`config.mk`:
```
export PLATFORM = sky130hd
export DESIGN_NAME = rxirq_ctrl
export DESIGN_NICKNAME = d
export VERILOG_FILES = /design/src/rtl/rxirq_pkg.sv /design/src/rtl/rxirq_store.sv /design/src/rtl/rxirq_level.sv /design/src/rtl/rxirq_ctrl.sv
export SDC_FILE = /design/constraint.sdc
export NUM_CORES = 1
export LEC_CHECK = 0
export BUFFER_PORTS_ARGS = -buffer_cell sky130_fd_sc_hd__buf_2
export CAP_MARGIN = 20
export CORE_MARGIN = 3
export CORE_UTILIZATION = 34
export CTS_BUF_LIST = sky130_fd_sc_hd__clkbuf_8
export DETAILED_ROUTE_END_ITERATION = 12
export GPL_ROUTABILITY_DRIVEN = 0
export HOLD_SLACK_MARGIN = 0.12
export SLEW_MARGIN = 20
export SYNTH_ARGS = -nofsm -noshare
export SYNTH_HDL_FRONTEND = slang
export SYNTH_SLANG_ARGS = --single-unit
```
`constraint.sdc`:
```
create_clock -name clk -period 7.9 [get_ports clk]
set_input_delay 1.185 -clock clk [delete_from_list [all_inputs] [get_ports clk]]
set_output_delay 1.185 -clock clk [all_outputs]
set_load 0.05 [all_outputs]
```
`src/rtl/rxirq_pkg.sv`:
```
package rxirq_pkg;

   // Threshold table for a queue of the given depth, indexed by the 2-bit code.
   function automatic int unsigned thr_level(input int unsigned depth, input int unsigned idx);
      case (idx)
         0:       return 1;
         1:       return depth / 4;
         2:       return depth / 2;
         default: return depth - 2;
      endcase
   endfunction

endpackage

```
`src/rtl/rxirq_store.sv`:
```
module rxirq_store #(
   parameter int unsigned DW    = 8,
   parameter int unsigned DEPTH = 16,
   localparam int unsigned PW   = $clog2(DEPTH),
   localparam int unsigned CW   = $clog2(DEPTH + 1)
) (
   input  logic          clk,
   input  logic          rst_n,
   input  logic          buf_on,
   input  logic          wr_en,
   input  logic [DW-1:0] wr_data,
   input  logic          rd_en,
   output logic [DW-1:0] rd_data,
   output logic [CW-1:0] count,
   output logic          overrun,
   output logic          mode_q
);

   logic [DW-1:0] mem [DEPTH];
   logic [PW-1:0] wptr, rptr;
   logic [CW-1:0] cap;
   logic          flush, full, wr_ok, rd_ok;

   assign flush = buf_on ^ mode_q;
   assign cap   = mode_q ? CW'(DEPTH) : CW'(1);
   assign full  = (count == cap);
   assign wr_ok = wr_en && !full && !flush;
   assign rd_ok = rd_en && (count != '0) && !flush;

   always_ff @(posedge clk) begin
      if (wr_ok) mem[wptr] <= wr_data;
   end

   assign rd_data = mem[rptr];

   always_ff @(posedge clk or negedge rst_n) begin
      if (!rst_n) begin
         mode_q  <= 1'b0;
         wptr    <= '0;
         rptr    <= '0;
         count   <= '0;
         overrun <= 1'b0;
      end else begin
         mode_q <= buf_on;
         if (flush) begin
            wptr  <= '0;
            rptr  <= '0;
            count <= '0;
         end else begin
            if (wr_ok) wptr <= wptr + PW'(1);
            if (rd_ok) rptr <= rptr + PW'(1);
            case ({wr_ok, rd_ok})
               2'b10:   count <= count + CW'(1);
               2'b01:   count <= count - CW'(1);
               default: count <= count;
            endcase
         end
         if (wr_en && full && !flush) overrun <= 1'b1;
      end
   end

   // occupancy never passes the capacity of the selected mode
   p_count_bound_r4: assert property (@(posedge clk) disable iff (!rst_n)
      count <= cap);

   // overrun is sticky
   p_overrun_sticky_r8: assert property (@(posedge clk) disable iff (!rst_n)
      overrun |=> overrun);

   // a write into a full store without a read is lost
   p_drop_full_r8: assert property (@(posedge clk) disable iff (!rst_n)
      (wr_en && full && !rd_en && !flush) |=> (count == $past(count)) && overrun);

   // a mode change empties the store
   p_flush_clears_r9: assert property (@(posedge clk) disable iff (!rst_n)
      (buf_on != mode_q) |=> (count == '0));

   // a lone read lowers the count by one
   p_read_dec_r6: assert property (@(posedge clk) disable iff (!rst_n)
      (rd_en && !wr_en && count != '0 && !flush) |=> (count == $past(count) - CW'(1)));

   // a read of an empty store is ignored
   p_empty_read_r10: assert property (@(posedge clk) disable iff (!rst_n)
      (rd_en && !wr_en && count == '0) |=> (count == '0));

endmodule

```
`src/rtl/rxirq_level.sv`:
```
module rxirq_level #(
   parameter int unsigned DEPTH = 16,
   localparam int unsigned CW   = $clog2(DEPTH + 1),
   localparam int unsigned NLVL = 4
) (
   input  logic          mode_q,
   input  logic [1:0]    thr_sel,
   input  logic [CW-1:0] count,
   output logic          req
);
   import rxirq_pkg::*;

   logic [CW-1:0] lvl [NLVL];

   for (genvar g = 0; g < NLVL; g++) begin : g_lvl
      assign lvl[g] = CW'(thr_level(DEPTH, g));
   end

   always_comb begin
      if (mode_q) req = (count >= lvl[thr_sel]);
      else        req = (count != '0);
   end

endmodule

```
`src/rtl/rxirq_ctrl.sv`:
```
module rxirq_ctrl #(
   parameter int unsigned DW    = 8,
   parameter int unsigned DEPTH = 16,
   localparam int unsigned CW   = $clog2(DEPTH + 1)
) (
   input  logic          clk,
   input  logic          rst_n,
   input  logic          buf_on,
   input  logic [1:0]    thr_sel,
   input  logic          act_high,
   input  logic          wr_en,
   input  logic [DW-1:0] wr_data,
   input  logic          rd_en,
   output logic [DW-1:0] rd_data,
   output logic [CW-1:0] count,
   output logic          overrun,
   output logic          irq_pin
);

   initial begin
      if (DEPTH < 8 || (DEPTH & (DEPTH - 1)) != 0)
         $error("rxirq_ctrl: DEPTH must be a power of two of at least 8");
      if (DW < 1)
         $error("rxirq_ctrl: DW must be positive");
   end

   logic mode_q, req;

   rxirq_store #(.DW(DW), .DEPTH(DEPTH)) u_store (
      .clk(clk), .rst_n(rst_n), .buf_on(buf_on),
      .wr_en(wr_en), .wr_data(wr_data), .rd_en(rd_en),
      .rd_data(rd_data), .count(count), .overrun(overrun), .mode_q(mode_q)
   );

   rxirq_level #(.DEPTH(DEPTH)) u_level (
      .mode_q(mode_q), .thr_sel(thr_sel), .count(count), .req(req)
   );

   assign irq_pin = act_high ? req : !req;

   // an empty store always shows the idle level
   p_idle_level_r7: assert property (@(posedge clk) disable iff (!rst_n)
      (count == '0) |-> (irq_pin == !act_high));

   // a full queue is above every threshold
   p_full_req_r5: assert property (@(posedge clk) disable iff (!rst_n)
      (mode_q && count == CW'(DEPTH)) |-> (irq_pin == act_high));

   // a held byte in holding mode requests
   p_hold_req_r3: assert property (@(posedge clk) disable iff (!rst_n)
      (!mode_q && count != '0) |-> (irq_pin == act_high));

endmodule

```
; Word-level counts from Yosys, hierarchy flattened
; Memory sizes are Yosys's and may differ from the RTL's.
; Index checks and enable logic that the tools add are counted.
[totals]
regBits = 15
mem_bits_rw = 128
output_inout_bits = 15
wordCells = 44
mem_count = 1
[mem_list]
columns = memory, words, word_bits, read_ports, rd_clocked_by_memory_dff, write_ports, line
row1 = u_store.mem, 16, 8, 1, 0, 1, rxirq_store.sv:19  ; logic [DW-1:0] mem [DEPTH];
[classes]
order_cmp = 2
n_eq_ne = 3
reduce_logical = 13
mux = 14
bitwise = 2
add_sub_neg = 4
[ops]
columns = op, n
row1 = $mux W5, 4
row2 = $mux W4, 4
row3 = $bmux W5 S2, 1
row4 = $pmux W5 S2, 1
row5 = $add A4 B1 Y4 const B, 2
row6 = $logic_and A1 B1 Y1, 6
row7 = $add A5 B1 Y5 const B, 1
row8 = $eq A5 B5 Y1, 1
row9 = $ge A5 B5 Y1, 1
row10 = $reduce_bool A5 Y1, 1
row11 = $sub A5 B1 Y5 const B, 1
row12 = $mux W1, 4
row13 = $reduce_bool A2 Y1, 2
row14 = $ge A3 B3 Y1 const B, 1
row15 = $logic_not A1 Y1, 3
row16 = $not A2 Y3, 1
row17 = $reduce_bool A3 Y1, 1
row18 = $eq A2 B1 Y1 const B, 1
row19 = $eq A2 B2 Y1 const B, 1
row20 = $xor A1 B1 Y1, 1

; Depth between registers and ports, before layout
[depth]
depth_word = 8
depth_mapped = 14

; Modules after synthesis
; A second synthesis with hierarchy kept.
[hier_totals]
hier_cells = 397
area_unflattened_um2 = 6183.4
[modules_own_cells]
columns = module, cells_per_inst, seq_area_each_um2, area_per_inst_um2, n_inst
row1 = rxirq_store, 378, 4219.0, 6050.8, 1
row2 = rxirq_level, 18, 0.0, 123.9, 1
row3 = rxirq_ctrl, 1, 0.0, 8.8, 1

; Worst setup path after synthesis
; Ideal clock, no wire load.
[synth_timing]
kind = input-to-output
from = input port thr_sel[1]
to = output port irq_pin
setup_slack_ns = 3.882
t_required_ns = 6.715
path_buffers = 0
path_stages = 6
arrival_time_ns = 2.833
cell_sequence = inv_1 > ha_1 > or3b_2 > o41ai_2 > o31ai_1 > xnor2_1
[synth_via]
elab_chain_len = 8
[synth_rtl]
columns = element, line
row1 = start: declaration, rxirq_ctrl.sv:9  ; input logic [1:0] thr_sel,
row2 = $not A2 Y3 (implied by the code) *, rxirq_level.sv:20  ; if (mode_q) req = (count >= lvl[thr_sel]);
row3 = $bmux W5 S2 *, rxirq_level.sv:20
row4 = $mux W5 (implied by the code) * (2 in series), rxirq_level.sv:20
row5 = $ge A5 B5 Y1 *, rxirq_level.sv:20
row6 = $mux W1 *, rxirq_level.sv:20
row7 = $logic_not A1 Y1, rxirq_ctrl.sv:39  ; assign irq_pin = act_high ? req : !req;
row8 = $mux W1 *, rxirq_ctrl.sv:39
row9 = end: declaration, rxirq_ctrl.sv:17  ; output logic irq_pin
; Mark *: on every way between the ends. The rest lies on a longest branch, timed or not. The select of a mux whose other input is x is not followed.

; Worst setup path after layout
[layout_timing]
from = register u_store.rptr[0]
to = output port rd_data[5]
[layout_via]
elab_chain_len = 1
[layout_rtl]
columns = element, line
row1 = start: declaration, rxirq_store.sv:20  ; logic [PW-1:0] wptr, rptr;
row2 = start signal: assignment, rxirq_store.sv:51  ; if (rd_ok) rptr <= rptr + PW'(1);
row3 = $mem_v2 Z16 W8, n/a
row4 = end: declaration, rxirq_ctrl.sv:14  ; output logic [DW-1:0] rd_data,
; Every way passes these cells.

==> results.txt <==
flop and latch count out of synthesis - 143
Max Root-Sink Buffers - 2
Global Route met3 Usage - 3.07%
clk_lat worst skew - 0.43 ns
Final setup violation count - 0
number of global-route vias before repair - 3548
final net count - 439
Pwr Density - 287 nW/um2
Die X - 141 um
Rows - 48
final setup skew - 0.0140 ns
Seq/Total Area, Yosys - 68.5%
Worst-path clk slew - 0.08 ns
main flop type after synthesis - edfxtp_1
Root Driver - clkbuf_8
Hold Path Stages - 1
grt ovf - 0
Leak - 2.36 nW
Achievable Freq - 237 MHz
worst hold path type - reg2reg
DRC Markers - 0
Design Area, Final - 6930 um2
maximum number of pins on one net before global-route repair - 30
core box area - 17500 um2
Post-Synth XOR/XNOR Area - 1.28%
CP Data Required Time - 6.71 ns
drt wl/cell - 19.1 um
multiplexer share of the synthesized area - 11.4%
Setup TNS - 0 ns
busiest grt layer - met2
Post-DRT Antenna Nets - 0
vias after detailed routing - 3343
unrepaired setup endpoints after global routing - no
drt initial violations - 226
clock period minus worst slack - 4.22 ns
hold_buf cts - 0
max_slew headroom - 29.9%
CP Data Arrival Time - 3.04 ns
syn nets - 408
Final HPWL DP - 8270 um
Final Max Tran Viols - 0
Fin. Hold Viols - 0
Cell Area, Synth - 6160 um2
Synth Area in Adders - 2.64%
max-capacitance violation count - 0
cts bufs inserted - 17
top post-synthesis cells by area - edfxtp_1, dfrtp_1, mux4_2
Yosys warnings - 0
synth cell count leaders - edfxtp_1, mux2i_1, nor2_1
GRT Total Usage - 13.2%
IO buf count - 30
die area - 19800 um2
WS Path Type - reg2out
startpoint types - flop
Crit. End Element - primary output
Netlist cell types - 46
post-synthesis compound-gate area fraction - 8.13%
status - completed
Worst Tran Pin Value - 1.05 ns
Synth-to-Final Area Change - 12.5%
vias per std cell - 5.16
IO Pins - 31
CTS tree - yes
first-pass GRT wire length - 19800 um
global routing usage on met1 - 18.1%
setup bufs post-CTS - 0
VDD IR-drop max - 0.000170 V
met2 usage - 20.5%
drt pass-1 iters - 5
Mapped Cells - 379
post-cts repair resize count - 0
largest area contributor in the netlist - edfxtp_1
initial antenna violation count - 1
die height - 141 um
Tcrit/Tclk final - 53.4%
Ant. Diodes - 0
simple-gate area share of the yosys netlist - 5.45%
clock sinks - 143
post-synth top area share - 62.4%
CP max FO - 29
EDFF count, synth - 128
count leader, synth - edfxtp_1
starting density of the core - 35.1%
Async SR Flop Fraction - 10.5%
largest family of logic cells by synthesized area - multiplexers
R2R cell count - 10
fraction of layout cells with a size suffix above 1 - 21.3%
dpl cell area - 6510 um2
drt total wl - 12400 um
synthesized area per cell - 16.2 um2
H-tree depth - 4
-- report_power, final --
part / switching (mW) / leakage [nW] / internal (mW) / total (mW)
logic: 0.290 / 0.799 / 0.185 / 0.476
registers: 0.0607 / 1.35 / 0.847 / 0.908
clock network: 0.288 / 0.204 / 0.317 / 0.605
-- path summary, 6_finish.rpt --
check	slack, ns	end	from
worst max-delay path	3.68	rd_data[5]	u_store.rptr[0]
worst min-delay path	0.46	u_store.overrun	u_store.overrun
worst max register to register	4.72	u_store.count[4]	u_store.count[1]
worst min register to register	0.46	u_store.overrun	u_store.overrun
max in group asynchronous	6.95	u_store.rptr[0]	rst_n
min in group asynchronous	0.65	u_store.count[1]	rst_n
-- logic make-up after synthesis --
group | Yosys count
adder cells (fa/ha/maj) | 13
buffers and inverters | 32
AO/OA/AOI/OAI | 62
AND/OR/NAND/NOR | 70
flip-flops | 143
multiplexers | 50
XOR/XNOR | 9
-- registers in the layout (all words and copies together) (netlist names) --
name and flops:
u_store.count 5, u_store.mode_q 1, u_store.overrun 1, u_store.mem 128, u_store.wptr 4, u_store.rptr 4
-- area by class of cell --
| cell class | instances | area, um2 |
|---|---|---|
| tap | 225 | 282 |
| multi-input combinational | 204 | 1780 |
| inverter | 7 | 26.3 |
| fill | 1612 | 10600 |
| timing repair buffer | 37 | 203 |
| clock buffer | 17 | 234 |
| sequential | 143 | 4220 |
| clock inverter | 15 | 184 |
-- cells in the final DEF (no fill, tap or decap), types with 8 or more instances in the layout --
cell type / n
edfxtp_1: 128
mux2i_1: 34
buf_2: 30
nor2_1: 24
clkbuf_8: 17
a221oi_1: 16
mux4_2: 16
nand2_1: 16
dfrtp_1: 14
o21ai_0: 13
ha_1: 13
nand3_1: 9
a22oi_1: 8
-- routing by layer --
| layer | vias up | routed length (um) |
|---|---|---|
| li1 | 1555 | - |
| met1 | 1690 | 5790 |
| met2 | 77 | 5960 |
| met3 | 19 | 408 |
| met4 | 2 | 228 |
| met5 | - | 13 |
-- worst max-delay path: stages, from the launching register on --
cell and delay (ns):
dfrtp_2 0.79, buf_4 0.60, mux4_2 0.61, a22oi_1 0.22
nand2_1 0.13, buf_2 0.23
-- through the flow --
stage	utilization (%)	instances	worst slack (ns)	total power, mW	hold WS [ns]
floorplan	-	379	3.88	1.30	0.566
global placement	37.1	616	4.12	1.40	0.441
detailed placement	37.1	616	4.11	1.40	0.448
CTS	39.5	648	3.61	2.00	0.465
global route	39.5	648	3.46	2.08	0.497
finish	39.5	648	3.68	1.99	0.457
No activity file was read; power rests on OpenSTA's default activity.
